===== src/rtl/gp_port_pkg.sv =====
package gp_port_pkg;
    localparam int PORT_W = 32;
    localparam int ADDR_W = 3;

    typedef enum logic [1:0] {
        TRIG_LOW  = 2'd0,
        TRIG_HIGH = 2'd1,
        TRIG_RISE = 2'd2,
        TRIG_FALL = 2'd3
    } trig_e;

    localparam logic [ADDR_W-1:0] REG_DATA = 3'd0;
    localparam logic [ADDR_W-1:0] REG_DIR  = 3'd1;
    localparam logic [ADDR_W-1:0] REG_PAD  = 3'd2;
    localparam logic [ADDR_W-1:0] REG_CFGL = 3'd3;
    localparam logic [ADDR_W-1:0] REG_CFGH = 3'd4;
    localparam logic [ADDR_W-1:0] REG_MASK = 3'd5;
    localparam logic [ADDR_W-1:0] REG_STAT = 3'd6;

    typedef struct packed {
        logic [PORT_W-1:0] data;
        logic [PORT_W-1:0] dir;
        logic [PORT_W-1:0] cfg_lo;
        logic [PORT_W-1:0] cfg_hi;
        logic [PORT_W-1:0] mask;
        logic [PORT_W-1:0] status;
    } port_regs_t;
endpackage


===== src/rtl/gp_sync.sv =====
module gp_sync #(
    parameter int W      = 32,
    parameter int STAGES = 2
) (
    input  logic         clk,
    input  logic         rst_n,
    input  logic [W-1:0] raw_in,
    output logic [W-1:0] sync_out
);
    logic [STAGES-1:0][W-1:0] stage_d, stage_q;

    always_comb begin
        stage_d[0] = raw_in;
        for (int s = 1; s < STAGES; s++) begin
            stage_d[s] = stage_q[s-1];
        end
    end

    always_ff @(posedge clk) begin
        if (!rst_n) stage_q <= '0;
        else        stage_q <= stage_d;
    end

    assign sync_out = stage_q[STAGES-1];
endmodule


===== src/rtl/gp_event.sv =====
module gp_event
    import gp_port_pkg::*;
#(
    parameter int W = 32
) (
    input  logic           clk,
    input  logic           rst_n,
    input  logic [W-1:0]   level,
    input  logic [2*W-1:0] trig_cfg,
    output logic [W-1:0]   event_hit
);
    logic [W-1:0] hist_d, hist_q;
    logic [W-1:0] rise_mode;

    // History follows the synchronised input regardless of mode
    assign hist_d = level;

    for (genvar p = 0; p < W; p++) begin : g_pin
        always_comb begin
            rise_mode[p] = 1'b0;
            case (trig_e'(trig_cfg[2*p +: 2]))
                TRIG_LOW:  event_hit[p] = ~level[p];
                TRIG_HIGH: event_hit[p] = level[p];
                TRIG_RISE: begin
                    event_hit[p] = level[p] & ~hist_q[p];
                    rise_mode[p] = 1'b1;
                end
                default:   event_hit[p] = ~level[p] & hist_q[p];
            endcase
        end
    end

    always_ff @(posedge clk) begin
        if (!rst_n) hist_q <= '0;
        else        hist_q <= hist_d;
    end

    AST_RISE_NOT_BACK_TO_BACK: assert property (@(posedge clk) disable iff (!rst_n)
        (event_hit & $past(event_hit) & rise_mode & $past(rise_mode)) == '0);
endmodule


===== src/rtl/gp_irq_port.sv =====
module gp_irq_port
    import gp_port_pkg::*;
#(
    parameter int SYNC_STAGES = 2,
    parameter bit SPLIT_IRQ   = 1'b1
) (
    input  logic              clk,
    input  logic              rst_n,
    input  logic              bus_wr,
    input  logic [ADDR_W-1:0] bus_addr,
    input  logic [PORT_W-1:0] bus_wdata,
    output logic [PORT_W-1:0] bus_rdata,
    input  logic [PORT_W-1:0] pad_in,
    output logic [PORT_W-1:0] pad_out,
    output logic [PORT_W-1:0] pad_oe,
    output logic              irq_lo,
    output logic              irq_hi
);
    port_regs_t        st_d, st_q;
    logic [PORT_W-1:0] pad_sync;
    logic [PORT_W-1:0] evt;
    logic [PORT_W-1:0] clr_bits;
    logic [PORT_W-1:0] pending;

    gp_sync #(.W(PORT_W), .STAGES(SYNC_STAGES)) sync_i (
        .clk(clk), .rst_n(rst_n), .raw_in(pad_in), .sync_out(pad_sync)
    );

    gp_event #(.W(PORT_W)) event_i (
        .clk(clk), .rst_n(rst_n), .level(pad_sync),
        .trig_cfg({st_q.cfg_hi, st_q.cfg_lo}), .event_hit(evt)
    );

    always_comb begin
        st_d     = st_q;
        clr_bits = '0;
        if (bus_wr) begin
            case (bus_addr)
                REG_DATA: st_d.data   = bus_wdata;
                REG_DIR:  st_d.dir    = bus_wdata;
                REG_CFGL: st_d.cfg_lo = bus_wdata;
                REG_CFGH: st_d.cfg_hi = bus_wdata;
                REG_MASK: st_d.mask   = bus_wdata;
                REG_STAT: clr_bits    = bus_wdata;
                default:  ;
            endcase
        end
        st_d.status = (st_q.status & ~clr_bits) | evt;
    end

    always_ff @(posedge clk) begin
        if (!rst_n) st_q <= '0;
        else        st_q <= st_d;
    end

    always_comb begin
        case (bus_addr)
            REG_DATA: bus_rdata = st_q.data;
            REG_DIR:  bus_rdata = st_q.dir;
            REG_PAD:  bus_rdata = pad_sync;
            REG_CFGL: bus_rdata = st_q.cfg_lo;
            REG_CFGH: bus_rdata = st_q.cfg_hi;
            REG_MASK: bus_rdata = st_q.mask;
            REG_STAT: bus_rdata = st_q.status;
            default:  bus_rdata = '0;
        endcase
    end

    assign pad_out = st_q.data;
    assign pad_oe  = st_q.dir;
    assign pending = st_q.status & st_q.mask;

    if (SPLIT_IRQ) begin : g_split
        localparam int HALF = PORT_W / 2;
        assign irq_lo = |pending[HALF-1:0];
        assign irq_hi = |pending[PORT_W-1:HALF];
    end else begin : g_merged
        assign irq_lo = |pending;
        assign irq_hi = 1'b0;
    end

    AST_NO_SET_WITHOUT_EVENT: assert property (@(posedge clk) disable iff (!rst_n)
        ((st_q.status & ~$past(st_q.status)) & ~$past(evt)) == '0);
    AST_CLEAR_TAKES_EFFECT: assert property (@(posedge clk) disable iff (!rst_n)
        (st_q.status & $past(clr_bits) & ~$past(evt)) == '0);
    AST_IRQ_NEEDS_MASK: assert property (@(posedge clk) disable iff (!rst_n)
        irq_lo |-> (st_q.mask != '0));
    AST_HI_ONLY_WHEN_SPLIT: assert property (@(posedge clk) disable iff (!rst_n)
        irq_hi |-> SPLIT_IRQ);
    AST_DIR_HOLD: assert property (@(posedge clk) disable iff (!rst_n)
        !(bus_wr && bus_addr == REG_DIR) |=> $stable(pad_oe));
endmodule


===== config.mk =====
export PLATFORM = sky130hd
export DESIGN_NAME = gp_irq_port
export DESIGN_NICKNAME = d
export VERILOG_FILES = /design/src/rtl/gp_port_pkg.sv /design/src/rtl/gp_sync.sv /design/src/rtl/gp_event.sv /design/src/rtl/gp_irq_port.sv
export SDC_FILE = /design/constraint.sdc
export NUM_CORES = 1
export LEC_CHECK = 0
export ABC_AREA = 1
export BUFFER_PORTS_ARGS = -buffer_cell sky130_fd_sc_hd__buf_2
export CORE_MARGIN = 2
export CORE_UTILIZATION = 59
export CTS_CLUSTER_SIZE = 30
export DETAILED_ROUTE_END_ITERATION = 12
export GPL_ROUTABILITY_DRIVEN = 0
export HOLD_SLACK_MARGIN = 0.05
export PLACE_DENSITY = 0.89
export REMOVE_ABC_BUFFERS = 1
export SKIP_LAST_GASP = 1
export SYNTH_ARGS = -nofsm -noshare
export SYNTH_HDL_FRONTEND = slang
export SYNTH_SLANG_ARGS = --single-unit

===== constraint.sdc =====
create_clock -name clk -period 2.8 [get_ports clk]
set_input_delay 0.84 -clock clk [delete_from_list [all_inputs] [get_ports clk]]
set_output_delay 0.84 -clock clk [all_outputs]
set_load 0.05 [all_outputs]

==> metrics.txt <==
HPWL Detailed=~28000 um; DR vias/cell=between 5 and 6; # setup viols final=26; final instance area=about 0.017 mm^2; total power=~9.8 mW; max_slew headroom=0.580; Max rail drop VDD=approximately 0.56 mV; CTS Root Cell=clkbuf_16; leakage=approximately 8.3 nW; Die Y=around 160 um; largest net degree at the start of global routing=between 70 and 80; Final Skew=between 0.007 and 0.008 ns; RSZ-0062 raised after global routing=yes; failing checks=negative setup slack; Slew Viols, Final=0; Period minus WS final=~2.8 ns; die area=~0.025 mm^2; #FFs+latches synth=between 200 and 300; Final ANT Viol Nets=0; layout cells sized above 1=0.142; CTS tree=done; post-route clock period utilization=1.02; Clock Latency Late Sink=roughly 0.56 ns; vias in the first global route=approximately 14000; Clk pwr share=0.427; Area after DPL=approximately 0.015 mm^2; TritonCTS Sinks=approximately 290; I/O pins=around 170; endpoint class of the critical path=primary output; post-route setup slack=-0.0486 ns; Flop pwr share=0.448; count of different cell masters after synthesis=22; Core Area=roughly 0.023 mm^2; Psw=2.64 mW; Ys Warns=0; CP Launch Type=input port; Worst Max-Slew Pin Slew=between 0.6 and 0.7 ns; outcome=finished, violations left; CP max stage cell=buf_4; DRC=0; Wirelength per Cell=16.4 um; Setup CP Type=in2out; # nets final=approximately 2400; register area share after synthesis=0.411; Max Clk Rate=approximately 0.35 GHz; vias=around 15000; Initial DRC Count=around 1600; initial antenna violation count=2; Hold WS=0.407 ns; die span in x=about 160 um; CP arrival=about 2.0 ns; DR pass1 iterations=6; Sw Ratio=0.271; Syn Area/Cell=slightly above 6 um^2; Cell Rows=56; cell mode on critical path=buf_6; Port-buffer cells=about 170; Final Hold Viols=0; Initial Util=0.599; Hold Path Class=reg2reg; Req. time, crit path=1.96 ns; max-cap violations=0; power share of the combinational group=0.126; Internal Power=7.11 mW; total global routing overflow=0; worst-path fanout max=15; Synth Instances=approximately 2300; critical path's largest stage delay=0.26 ns; Max clock buf depth=3; worst path cell trace=buf_6, inv_4, buf_4, nand4_1, o21ai_1, nor2_1, nand2_1, buf_6; PwrDens=approximately 590 mW/mm^2; Post-Syn Area=0.0140 mm^2; clock slew at reported path FFs=about 0.060 ns; total track usage=0.342; WL final=roughly 44000 um; Total Neg Setup Slack=-0.499 ns; CTS buffer count=30; first-pass GRT wire length=about 68000 um; Syn-to-layout area delta=18.4%; CTS H-tree lvls=1
[per-stage QoR]
step                      utilization  instances  setup slack (ns)
after floorplan                     -       2083             -3.41
after global placement          0.639       2629            -0.254
after detailed placement        0.639       2629            -0.296
after CTS                       0.703       2692           -0.0137
after global routing            0.709       2698            -0.103
final                           0.709       2698           -0.0486
[synthesized netlist by cell type]
| library cell | instances | area [um^2] |
|---|---|---|
| a21oi_1 | 95 | 475 |
| buf_1 | 3 | 11.3 |
| buf_2 | 26 | 130 |
| buf_4 | 74 | 556 |
| clkbuf_1 | 67 | 251 |
| clkinv_1 | 1 | 3.75 |
| dfxtp_1 | 288 | 5770 |
| inv_1 | 321 | 1200 |
| inv_2 | 6 | 22.5 |
| inv_4 | 1 | 6.26 |
| nand2_1 | 708 | 2660 |
| nand3_1 | 65 | 325 |
| nand3_2 | 2 | 20.0 |
| nand4_1 | 41 | 257 |
| nand4_2 | 1 | 12.5 |
| nand4_4 | 1 | 21.3 |
| nor2_1 | 389 | 1460 |
| nor2_4 | 1 | 11.3 |
| nor3_1 | 1 | 5.00 |
| nor3_2 | 1 | 10.0 |
| o21ai_0 | 113 | 566 |
| o21ai_1 | 48 | 240 |
[routing by layer]
metal / share of wire / vias up / track usage
li1: - / 6946 / -
met1: 0.36 / 6706 / 0.413
met2: 0.45 / 959 / 0.558
met3: 0.11 / 248 / 0.0687
met4: 0.066 / 2 / 0.215
met5: 0.00025 / - / 0
[worst paths after layout]
| kind | end | cells past startpoint | slack (ns) | from |
|---|---|---|---|---|
| setup / recovery | bus_rdata[29] | 8 | -0.05 | bus_addr[2] |
| hold / removal | sync_i.sync_out[16] | 2 | 0.41 | sync_i.stage_d[48] |
| setup reg to reg | st_q[8] | 7 | 1.64 | sync_i.sync_out[8] |
| hold reg to reg | sync_i.sync_out[16] | 2 | 0.41 | sync_i.stage_d[48] |
[cells by family (layout without fill, tap and decap cells)]
kind of cell,Yosys count,in the layout,share of synthesized area
AND/OR/NAND/NOR,1210,1210,0.341
buffers and inverters,499,624,0.156
AO/OA/AOI/OAI,256,256,0.0914
other,0,1,0
flip-flops,288,288,0.411
[area by class of cell]
class,instances,area [um^2]
diodes,1,2.50
flip-flops and latches,288,5770
clock buffers,43,891
repair buffers,240,1940
inverters,329,1260
well taps,319,399
fillers,1805,6810
multi-input cells,1466,6200
clock inverters,12,141
[placed cells by master, fill, tap and decap left out, drive strengths merged, types with 2 or more instances in the layout]
cell type  synthesis  final
a21oi             95     95
buf              103    239
bufinv             0      3
clkbuf            67     44
clkinv             1      8
dfxtp            288    288
inv              328    329
nand2            708    708
nand3             67     67
nand4             43     43
nor2             390    390
nor3               2      2
o21ai            161    161
[critical path: cells and delay by family]
| family | cells | cell delay (ns) |
|---|---|---|
| AO/OA/AOI/OAI | 1 | 0.15 |
| buffers and inverters | 4 | 0.66 |
| AND/OR/NAND/NOR | 3 | 0.35 |
[power groups by stage]
stage	clock [mW]	combinational, mW	sequential (mW)
after floorplan	0	0.549	4.51
after global placement	0	1.06	4.44
after detailed placement	0	1.09	4.45
after CTS	4.16	1.17	4.36
after global routing	4.33	1.32	4.38
final	4.16	1.23	4.36
[flip-flops by register name, indices dropped and copies added, names as in the netlist]
signal,cells
pad_out,32
sync_i.stage_d,32
sync_i.sync_out,32
pad_oe,32
event_i.hist_q,32
st_q,128
[what timing repair did]
item                       4_1_cts  5_1_grt
gates resized for setup        118       26
setup endpoints to repair       32       32
cloned                           2        2
pin swaps                       22        9
setup buffers                    7        4
hold buffers                     0        0
Power figures use the tool's default switching activity.
